[config.mk]
export PLATFORM = sky130hd
export DESIGN_NAME = seq_ring_gen
export DESIGN_NICKNAME = d
export VERILOG_FILES = /design/src/rtl/seq_ring_pkg.sv /design/src/rtl/seq_ring_ctrl.sv /design/src/rtl/seq_ring_dp.sv /design/src/rtl/seq_ring_gen.sv
export SDC_FILE = /design/constraint.sdc
export NUM_CORES = 1
export LEC_CHECK = 0
export ABC_AREA = 0
export CAP_MARGIN = 0
export CORE_UTILIZATION = 37
export DETAILED_ROUTE_END_ITERATION = 10
export DONT_BUFFER_PORTS = 1
export PLACE_DENSITY_LB_ADDON = 0.1
export SYNTH_ARGS = -nofsm -noshare
export SYNTH_HDL_FRONTEND = slang
export SYNTH_SLANG_ARGS = --single-unit
[constraint.sdc]
create_clock -name clk -period 1.59 [get_ports clk]
set_input_delay 0.318 -clock clk [delete_from_list [all_inputs] [get_ports clk]]
set_output_delay 0.318 -clock clk [all_outputs]
set_load 0.03 [all_outputs]
[src/rtl/seq_ring_pkg.sv]
package seq_ring_pkg;
  // Strobes passed from control to datapath
  typedef struct packed {
    logic shiftRing;  // advance every ring one entry
    logic takeInput;  // head entry takes external data instead of the tap
    logic latchOut;   // output register captures the tapped word
  } ringStrobe_t;
endpackage

[src/rtl/seq_ring_ctrl.sv]
module seq_ring_ctrl
  import seq_ring_pkg::*;
(
  input  logic        loadMode,
  input  logic        shiftEn,
  output ringStrobe_t strobe
);
  always_comb begin
    strobe.shiftRing = shiftEn;
    strobe.takeInput = loadMode;
    strobe.latchOut  = shiftEn && !loadMode;
  end
endmodule

[src/rtl/seq_ring_dp.sv]
module seq_ring_dp
  import seq_ring_pkg::*;
#(
  parameter int LANES = 3,
  parameter int DEPTH = 16,
  localparam int TAP_W = $clog2(DEPTH)
) (
  input  logic             clk,
  input  logic             rstN,
  input  ringStrobe_t      strobe,
  input  logic [LANES-1:0] dataIn,
  input  logic [TAP_W-1:0] tapSel,
  output logic [LANES-1:0] seqOut,
  output logic [LANES-1:0] tapBits,
  output logic [LANES-1:0] headBits
);
  // One independent ring per output bit
  for (genvar lane = 0; lane < LANES; lane++) begin : g_lane
    logic [DEPTH-1:0] ring;
    logic             feedBit;

    assign tapBits[lane]  = ring[tapSel];
    assign headBits[lane] = ring[0];
    assign feedBit = strobe.takeInput ? dataIn[lane] : tapBits[lane];

    always_ff @(posedge clk or negedge rstN) begin
      if (!rstN) begin
        ring <= '0;
      end else if (strobe.shiftRing) begin
        ring <= {ring[DEPTH-2:0], feedBit};
      end
    end
  end

  // Registered output word
  always_ff @(posedge clk or negedge rstN) begin
    if (!rstN) begin
      seqOut <= '0;
    end else if (strobe.latchOut) begin
      seqOut <= tapBits;
    end
  end
endmodule

[src/rtl/seq_ring_gen.sv]
module seq_ring_gen
  import seq_ring_pkg::*;
#(
  parameter int LANES = 3,
  parameter int DEPTH = 16,
  localparam int TAP_W = $clog2(DEPTH)
) (
  input  logic             clk,
  input  logic             rstN,
  input  logic             loadMode,
  input  logic             shiftEn,
  input  logic [LANES-1:0] dataIn,
  input  logic [TAP_W-1:0] tapSel,
  output logic [LANES-1:0] seqOut
);
  ringStrobe_t      strobe;
  logic [LANES-1:0] tapBits;
  logic [LANES-1:0] headBits;

  seq_ring_ctrl u_ctrl (
    .loadMode (loadMode),
    .shiftEn  (shiftEn),
    .strobe   (strobe)
  );

  seq_ring_dp #(.LANES(LANES), .DEPTH(DEPTH)) u_dp (
    .clk      (clk),
    .rstN     (rstN),
    .strobe   (strobe),
    .dataIn   (dataIn),
    .tapSel   (tapSel),
    .seqOut   (seqOut),
    .tapBits  (tapBits),
    .headBits (headBits)
  );
endmodule

==> results.yml, run 1 <==
status:
  status: "complete, no violations"
critical_path:
  critPathArrivalTime_ns: 1.66
  worstPathMaxFanout: 3
  r2r_cells: 4
  endpoint_kind: "flop"
  worstPathRequired_ns: 1.77
  critPathKind: "reg -> reg"
  cp-start-kind: "flop"
drt:
  drt_wl_total_um: 4140
  wl_per_cell_um: 18.4
  postRouteAntennaNets: 0
  drc_errors: 0
  drt_first_pass_iters: 4
  vias: 1246
  vias_per_cell: 5.54
  drtIter0Drc: 65
grt:
  grt_busiest_layer: "met2"
  gr-total-overflow: 0
  antenna_found_initial: 0
  grt_max_degree: 53
  globalRouteMet1Util_pct: 19.1
  first_global_vias: 1311
  grt_pass1_wl_um: 6870
  met3_usage_pct: 3.60
  grtUsageMet2_pct: 22.8
  track_usage_pct: 14.3
placed_design:
  place.detailed.hpwl_um: 2690
  dpl_worst_slack_ns: 0.107
  dp_cells: 214
  place.gp.congestion: 0.709
  portBuffers: 0
  dpl_cell_area_um2: 2350
layout:
  drive_gt1_share_pct: 42.7
  post-route-util_pct: 42.3
  design_area_um2: 2520
  syn_to_final_growth_pct: 9.52
  diodes: 0
  fin_cells: 225
  nets: 160
timing:
  fin_crit_sh_pct: 93.3
  setup_ws_ns: 0.107
  fmax_mhz: 674
  finalCriticalPeriod_ns: 1.48
  finalSetupTns_ns: 0
  slew-limit-headroom_pct: 71.1
  drv_slew: 0
  whs_ns: 0.168
  setup_violations: 0
  finalHoldViolCount: 0
  clock_skew_ns: 0.0105
  worst_pin_slew_ns: 0.433
synth:
  synth_area_um2: 2300
  synthDistinctLibCells: 19
  ys_ff_latch: 51
  yosysSeqAreaShare_pct: 55.5
  synth_warnings: 0
  syn-instance-count: 148
  avgSynthCellArea_um2: 15.5
  syn_nets: 159
hold_path:
  hold_class: "in -> reg"
  hold_depth: 2
clock_tree:
  ctsHtreeMaxLevel: 2
  numCtsBuffers: 5
  tritoncts: "built"
  clkTransAtPathRegs_ns: 0.09
  root_buffer: "clkbuf_8"
  clk-insertion-delay-late_ns: 0.30
  cts.sinks: 51
  clock_path_buffers: 2
pwr:
  clockPowerShare_pct: 22.7
  p_seq_share_pct: 55.5
  p_int_mw: 2.99
  switching_power_mw: 1.08
  switching_share_pct: 26.5
  power_density_nw_per_um2: 1620
  vdd_drop_max_uv: 559
  leakage_nw: 1.11
  finalPower_mw: 4.07
  p_comb_share_pct: 21.8
die:
  io_pins: 14
  die_w_um: 80.8
  rows: 28
  die_area_um2: 6530
  start_util_pct: 38.6
  coreArea_um2: 5960
  fp.dieH_um: 80.8
run:
  maxCapViolCount: 0
-- repair_timing --
action / CTS / global route
buffers inserted: 0 / 1
hold endpoints to repair: 51 / 0
setup endpoints to repair: 0 / 1
hold buffers: 2 / 0
resized for setup: 0 / 1
-- power by group through the flow --
stage / clock network, mW / registers, mW / logic, mW
6_report: 0.922 / 2.26 / 0.889
5_1_grt: 1.02 / 2.34 / 0.972
4_1_cts: 0.960 / 2.26 / 0.891
3_5_place_dp: 0 / 2.29 / 0.852
2_1_floorplan: 0 / 2.13 / 0.802
3_3_place_gp: 0 / 2.26 / 0.831
-- worst max-delay path, stage by stage (launching register included) --
cell and delay (ns):
dfrtp_1 0.41, mux4_1 0.52, a22oi_2 0.16, and3_1 0.18
o21ai_0 0.09
-- area by class of cell --
type                    instances  area [um^2]
fillers                       549         3440
well taps                      75         93.8
repair buffers                  3         45.0
clock buffers                   6         82.6
flip-flops and latches         51         1280
multi-input cells              88          986
clock inverters                 2         35.0
-- Yosys cell counts, drive strengths merged --
master / n / area share [%]
mux2: 45 / 22
nand2b: 1 / 0.27
and3: 3 / 0.87
nand2: 6 / 0.98
clkbuf: 6 / 0.98
buf: 3 / 0.87
dfrtp: 51 / 55
nor2: 1 / 0.16
nor2b: 5 / 1.4
a31oi: 3 / 0.82
a22oi: 3 / 0.98
o21ai: 6 / 1.6
nand3: 3 / 0.65
mux4: 12 / 13
-- metal layers --
layer	up-vias	wire length, um	share of wire (%)
met5	-	0	0
met4	0	15	0.36
met3	2	118	2.9
met2	14	2090	51
met1	673	1910	46
li1	557	-	-
-- layout by cell type, fill, tap and decap left out --
master         instances
buf_16                 1
o21ai_2                2
dfrtp_1               51
dlygate4sd3_1          1
nor2_1                 1
and3_2                 1
clkbuf_8               6
bufinv_16              1
a22oi_1                2
nand3_1                3
nand2_1                6
mux4_1                 7
buf_4                  1
nor2b_1                5
a31oi_1                3
o21ai_0                4
and3_1                 2
nand2b_1               1
clkinv_2               1
a22oi_2                1
mux2_2                45
mux4_2                 5
-- cell families after synthesis --
family                 after synthesis  synth area share [%]
AO/OA/AOI/OAI                       12                  3.43
buffers and inverters                9                  1.85
flip-flops                          51                  55.5
multiplexers                        57                  34.9
AND/OR/NAND/NOR                     19                  4.30
-- final timing paths --
path                                    startpoint                       to  slack [ns]
min in group asynchronous                     rstN           u_dp.seqOut[0]        0.53
setup / recovery            u_dp.g_lane[2].ring[1]           u_dp.seqOut[2]        0.11
setup reg to reg            u_dp.g_lane[2].ring[1]           u_dp.seqOut[2]        0.11
hold / removal                            loadMode   u_dp.g_lane[0].ring[0]        0.17
hold reg to reg            u_dp.g_lane[2].ring[15]  u_dp.g_lane[2].ring[15]        0.51
max in group asynchronous                     rstN  u_dp.g_lane[2].ring[14]        0.83
-- sequential cells by signal, indices dropped and copies added (netlist names) --
signal	flops
u_dp.seqOut	3
u_dp.g_lane.ring	48
(Power assumes the default switching activity.)
==> run 2: changes to the inputs <==
--- a/config.mk
+++ b/config.mk
@@ -8,4 +8,5 @@
 export ABC_AREA = 0
 export CAP_MARGIN = 0
+export CORE_MARGIN = 8
 export CORE_UTILIZATION = 37
 export DETAILED_ROUTE_END_ITERATION = 10
==> constraint.sdc (replaced) <==
create_clock -name clk -period 1.59 [get_ports clk]
set_input_delay 0.318 -clock clk [delete_from_list [all_inputs] [get_ports clk]]
set_output_delay 0.318 -clock clk [all_outputs]
set_load 0.1 [all_outputs]
==> results.yml, run 2 (synthesized netlist as in run 1, its figures left out) <==
timing:
  finalCriticalPeriod_ns: 1.51
  slew-limit-headroom_pct: 74.0
  drv_slew: 0
  clock_skew_ns: 0.00611
  fin_crit_sh_pct: 95.1
  setup_violations: 0
  grt_setup_unrepaired: "yes"
  finalHoldViolCount: 0
  worst_pin_slew_ns: 0.388
  fmax_mhz: 661
  finalSetupTns_ns: 0
clock_tree:
  clock_path_buffers: 2
  root_buffer: "clkbuf_8"
  post_cts_buffers: 0
  ctsHtreeMaxLevel: 2
  cts.sinks: 51
  clkTransAtPathRegs_ns: 0.09
  numCtsBuffers: 5
  tritoncts: "built"
  clk-insertion-delay-late_ns: 0.29
drt:
  drt_wl_total_um: 4140
  postRouteAntennaNets: 0
  drc_errors: 0
  drtIter0Drc: 40
  vias_per_cell: 5.40
  wl_per_cell_um: 18.2
  vias: 1225
  drt_first_pass_iters: 4
die:
  die_area_um2: 8990
  io_pins: 14
  rows: 28
  start_util_pct: 38.6
  coreArea_um2: 5960
  fp.dieH_um: 94.8
  die_w_um: 94.8
grt:
  gr-total-overflow: 0
  grt_pass1_wl_um: 7030
  antenna_found_initial: 0
  grt_max_degree: 53
  first_global_vias: 1352
  track_usage_pct: 10.2
layout:
  largestRegisters: "u_dp.g_lane.ring: 48 flops, u_dp.seqOut: 3 flops"
  nets: 162
  post-route-util_pct: 42.2
  largest_reg_flops: 48
  fin_cells: 227
  drive_gt1_share_pct: 43.4
  design_area_um2: 2510
  largest_register: "u_dp.g_lane.ring"
  syn_to_final_growth_pct: 9.25
  final_common_cell: "dfrtp_1"
  n_fill_cell: 565
  diodes: 0
  mostFrequentLayoutCells: "dfrtp_1, mux2_2, clkbuf_8"
critical_path:
  worstPathMaxFanout: 3
  critPathKind: "reg -> reg"
  endpoint_kind: "flop"
  worstPathRequired_ns: 1.76
  cp-start-kind: "flop"
  critPathArrivalTime_ns: 1.68
status:
  status: "complete, no violations"
pwr:
  finalPower_mw: 4.13
  leakage_nw: 1.11
  vdd_drop_max_uv: 662
  power_density_nw_per_um2: 1640
placed_design:
  dpl_cell_area_um2: 2370
  place.gp.congestion: 0.676
  portBuffers: 0
  dp_cells: 217
  place.detailed.hpwl_um: 2820
hold_path:
  hold_class: "in -> reg"
run:
  maxCapViolCount: 0
-- run 2: changes by cell type in the layout (fill, tap and decap cells not counted), sizes merged --
cell / previous run / this run
bufinv: 1 / 0
buf: 2 / 4
clkbuf: 6 / 8
clkinv: 1 / 0
-- run 2: area by class of cell --
| cell class | count | area, um^2 | share of cell area (%) |
|---|---|---|---|
| sequential | 51 | 1280 | 50.8 |
| multi-input combinational | 88 | 982 | 39.1 |
| tap | 75 | 93.8 | 3.74 |
| timing repair buffer | 5 | 60.1 | 2.39 |
| clock buffer | 8 | 100 | 3.98 |
-- run 2: critical path, cell delays in order, from the launching register on --
cell and delay, ns:
dfrtp_1 0.40, mux4_1 0.52, a22oi_2 0.20, and3_1 0.19, o21ai_0 0.08
-- run 2: metrics by stage --
| stage | hold WS [ns] | setup WS [ns] |
|---|---|---|
| final | 0.171 | 0.0779 |
| after global routing | 0.151 | -0.00828 |
| after CTS | 0.171 | 0.0314 |
| after detailed placement | 0.0249 | 0.0436 |
| after global placement | 0.0251 | 0.0741 |
| after floorplan | 0.0224 | 0.0888 |
-- run 2: per-layer routing --
layer	vias to the layer above	global-route usage [%]	routed length (um)	part of all wire [%]
met5	-	0	0	0
met4	0	3.12	27	0.65
met3	2	3.41	163	3.9
met2	14	17.1	2120	51
met1	646	12.2	1830	44
li1	563	-	-	-
-- run 2: final timing paths --
kind                                        start                      end  slack (ns)  cells past startpoint
setup / recovery           u_dp.g_lane[0].ring[1]           u_dp.seqOut[0]        0.08                      4
hold / removal                           loadMode   u_dp.g_lane[0].ring[0]        0.17                      2
setup reg to reg           u_dp.g_lane[0].ring[1]           u_dp.seqOut[0]        0.08                      4
hold reg to reg                    u_dp.seqOut[2]           u_dp.seqOut[2]        0.50                      2
max in group asynchronous                    rstN  u_dp.g_lane[0].ring[12]        0.85                      2
min in group asynchronous                    rstN           u_dp.seqOut[0]        0.52                      2
-- run 2: what timing repair did --
item | CTS | global route
endpoints found under the hold margin | 51 | 0
resized for setup | 0 | 2
hold buffers | 2 | 0
setup endpoints to repair | 0 | 3
-- run 2: power breakdown --
| group | leakage [nW] | switching (mW) | total (mW) | internal, mW |
|---|---|---|---|---|
| Combinational | 0.407 | 0.460 | 1.13 | 0.675 |
| Clock | 0.0515 | 0.388 | 0.786 | 0.397 |
| Sequential | 0.650 | 0.373 | 2.21 | 1.83 |
==> run 3: changes to the inputs <==
==> constraint.sdc (replaced) <==
create_clock -name clk -period 1.59 [get_ports clk]
set_input_delay 0 -clock clk [delete_from_list [all_inputs] [get_ports clk]]
set_output_delay 0 -clock clk [all_outputs]
set_load 0.1 [all_outputs]
==> results.yml, run 3 (synthesized netlist as in run 1, its figures left out) <==
status:
  status: "complete, no violations"
critical_path:
  r2r_cells: 4
  worstPathRequired_ns: 1.76
  cpPeakStageDelay_ns: 0.49
  crit_chain: "mux4_2 > a22oi_2 > and3_1 > o21ai_0"
  cp-start-kind: "flop"
  critPathArrivalTime_ns: 1.67
  worstPathMaxFanout: 3
  crit_buf_inv: 0
  critPathKind: "reg -> reg"
  endpoint_kind: "flop"
  crit_family: "multiplexers"
  cp_slowest_cell: "mux4_2"
  cp_num_cells: 4
hold_path:
  hold_class: "in -> reg"
  hold_depth: 3
drt:
  wl_per_cell_um: 18.3
  drt_wl_total_um: 4270
  vias_per_cell: 5.29
  vias: 1238
  drc_errors: 0
  drt_first_pass_iters: 4
  drtIter0Drc: 34
  postRouteAntennaNets: 0
timing:
  finalCriticalPeriod_ns: 1.50
  slew-limit-headroom_pct: 74.7
  grt_setup_unrepaired: "no"
  fmax_mhz: 667
  fin_crit_sh_pct: 94.3
  drv_slew: 0
  finalSetupTns_ns: 0
  finalHoldViolCount: 0
  setup_violations: 0
  clock_skew_ns: 0.00633
  worst_pin_slew_ns: 0.380
layout:
  diodes: 0
  final_common_cell: "dfrtp_1"
  largestRegisters: "u_dp.g_lane.ring: 48 flops, u_dp.seqOut: 3 flops"
  largest_register: "u_dp.g_lane.ring"
  nets: 169
  fin_cells: 234
  largest_reg_flops: 48
  syn_to_final_growth_pct: 12.7
  drive_gt1_share_pct: 42.8
  n_fill_cell: 571
  mostFrequentLayoutCells: "dfrtp_1, mux2_2, dlygate4sd3_1"
pwr:
  switching_power_mw: 1.29
  p_int_mw: 2.88
  power_density_nw_per_um2: 1610
  p_comb_share_pct: 28.4
  vdd_drop_max_uv: 843
  clockPowerShare_pct: 19.2
  p_seq_share_pct: 52.4
  leakage_nw: 1.14
  switching_share_pct: 30.9
placed_design:
  place.gp.congestion: 0.696
  portBuffers: 0
  dp_cells: 217
  place.detailed.hpwl_um: 2750
clock_tree:
  clock_path_buffers: 2
  numCtsBuffers: 5
  tritoncts: "built"
  root_buffer: "clkbuf_8"
  cts.sinks: 51
  clk-insertion-delay-late_ns: 0.30
  ctsHtreeMaxLevel: 2
  post_cts_buffers: 0
  clkTransAtPathRegs_ns: 0.10
grt:
  first_global_vias: 1321
  met3_usage_pct: 3.17
  track_usage_pct: 10.6
  grt_max_degree: 52
  antenna_found_initial: 0
  grtUsageMet2_pct: 16.3
  globalRouteMet1Util_pct: 14.0
  grt_pass1_wl_um: 7250
  grt_busiest_layer: "met2"
  gr-total-overflow: 0
die:
  die_area_um2: 8990
  die_w_um: 94.8
  rows: 28
  start_util_pct: 38.6
  coreArea_um2: 5960
  fp.dieH_um: 94.8
  io_pins: 14
run:
  maxCapViolCount: 0
[run 3: changes by cell type in the layout (fill, tap and decap cells not counted)]
cell / previous run / this run
buf_12: 0 / 1
clkbuf_1: 1 / 0
clkinv_4: 0 / 1
clkinvlp_4: 0 / 1
clkbuf_8: 7 / 6
dlygate4sd3_1: 1 / 7
[run 3: worst register-to-register path, delay by kind of cell (launching register included)]
| family | cells | cell delay (ns) |
|---|---|---|
| simple gates | 1 | 0.18 |
| compound gates | 2 | 0.29 |
| flops | 1 | 0.41 |
| mux | 1 | 0.49 |
[run 3: through the flow]
step	util, %	setup slack [ns]	hold WS [ns]	instance area [um^2]	power [mW]
2_1_floorplan	-	0.213	-0.296	2300	3.08
3_3_place_gp	39.9	0.0773	-0.293	2370	3.28
3_5_place_dp	39.9	0.0328	-0.294	2370	3.33
4_1_cts	43.5	0.0205	0.00232	2590	4.21
5_1_grt	43.5	0.0259	0.00298	2590	4.45
6_report	43.5	0.0908	0.00942	2590	4.18
[run 3: layout make-up]
| type | count | area [um^2] | area share [%] |
|---|---|---|---|
| clock buffer | 6 | 82.6 | 3.19 |
| clock inverter | 2 | 16.3 | 0.628 |
| multi-input combinational | 88 | 982 | 37.9 |
| sequential | 51 | 1280 | 49.3 |
| tap | 75 | 93.8 | 3.62 |
| timing repair buffer | 12 | 140 | 5.41 |
[run 3: path summary, 6_finish.rpt]
path / to / start / slack, ns
setup / recovery: u_dp.seqOut[0] / u_dp.g_lane[0].ring[5] / 0.09
hold / removal: u_dp.g_lane[0].ring[0] / tapSel[3] / 0.009
setup reg to reg: u_dp.seqOut[0] / u_dp.g_lane[0].ring[5] / 0.09
hold reg to reg: u_dp.g_lane[1].ring[15] / u_dp.g_lane[1].ring[15] / 0.51
max in group asynchronous: u_dp.g_lane[1].ring[7] / rstN / 1.16
min in group asynchronous: u_dp.g_lane[1].ring[1] / rstN / 0.20
[run 3: power by group through the flow]
stage | registers (mW) | logic [mW] | clock network [mW]
after floorplan | 2.27 | 0.803 | 0
after global routing | 2.27 | 1.28 | 0.895
final | 2.19 | 1.19 | 0.801
after global placement | 2.20 | 1.08 | 0
after CTS | 2.19 | 1.20 | 0.825
after detailed placement | 2.22 | 1.11 | 0
[run 3: routing by layer]
| metal | up-vias | part of all wire (%) |
|---|---|---|
| li1 | 577 | - |
| met1 | 643 | 47 |
| met2 | 12 | 48 |
| met3 | 6 | 3.9 |
| met4 | 0 | 1.3 |
| met5 | - | 0 |
[run 3: repair_timing]
item                       4_1_cts  5_1_grt
hold buffers                     9        0
setup endpoints to repair        0        2
hold endpoints to repair        99        0
resized for setup                0        2
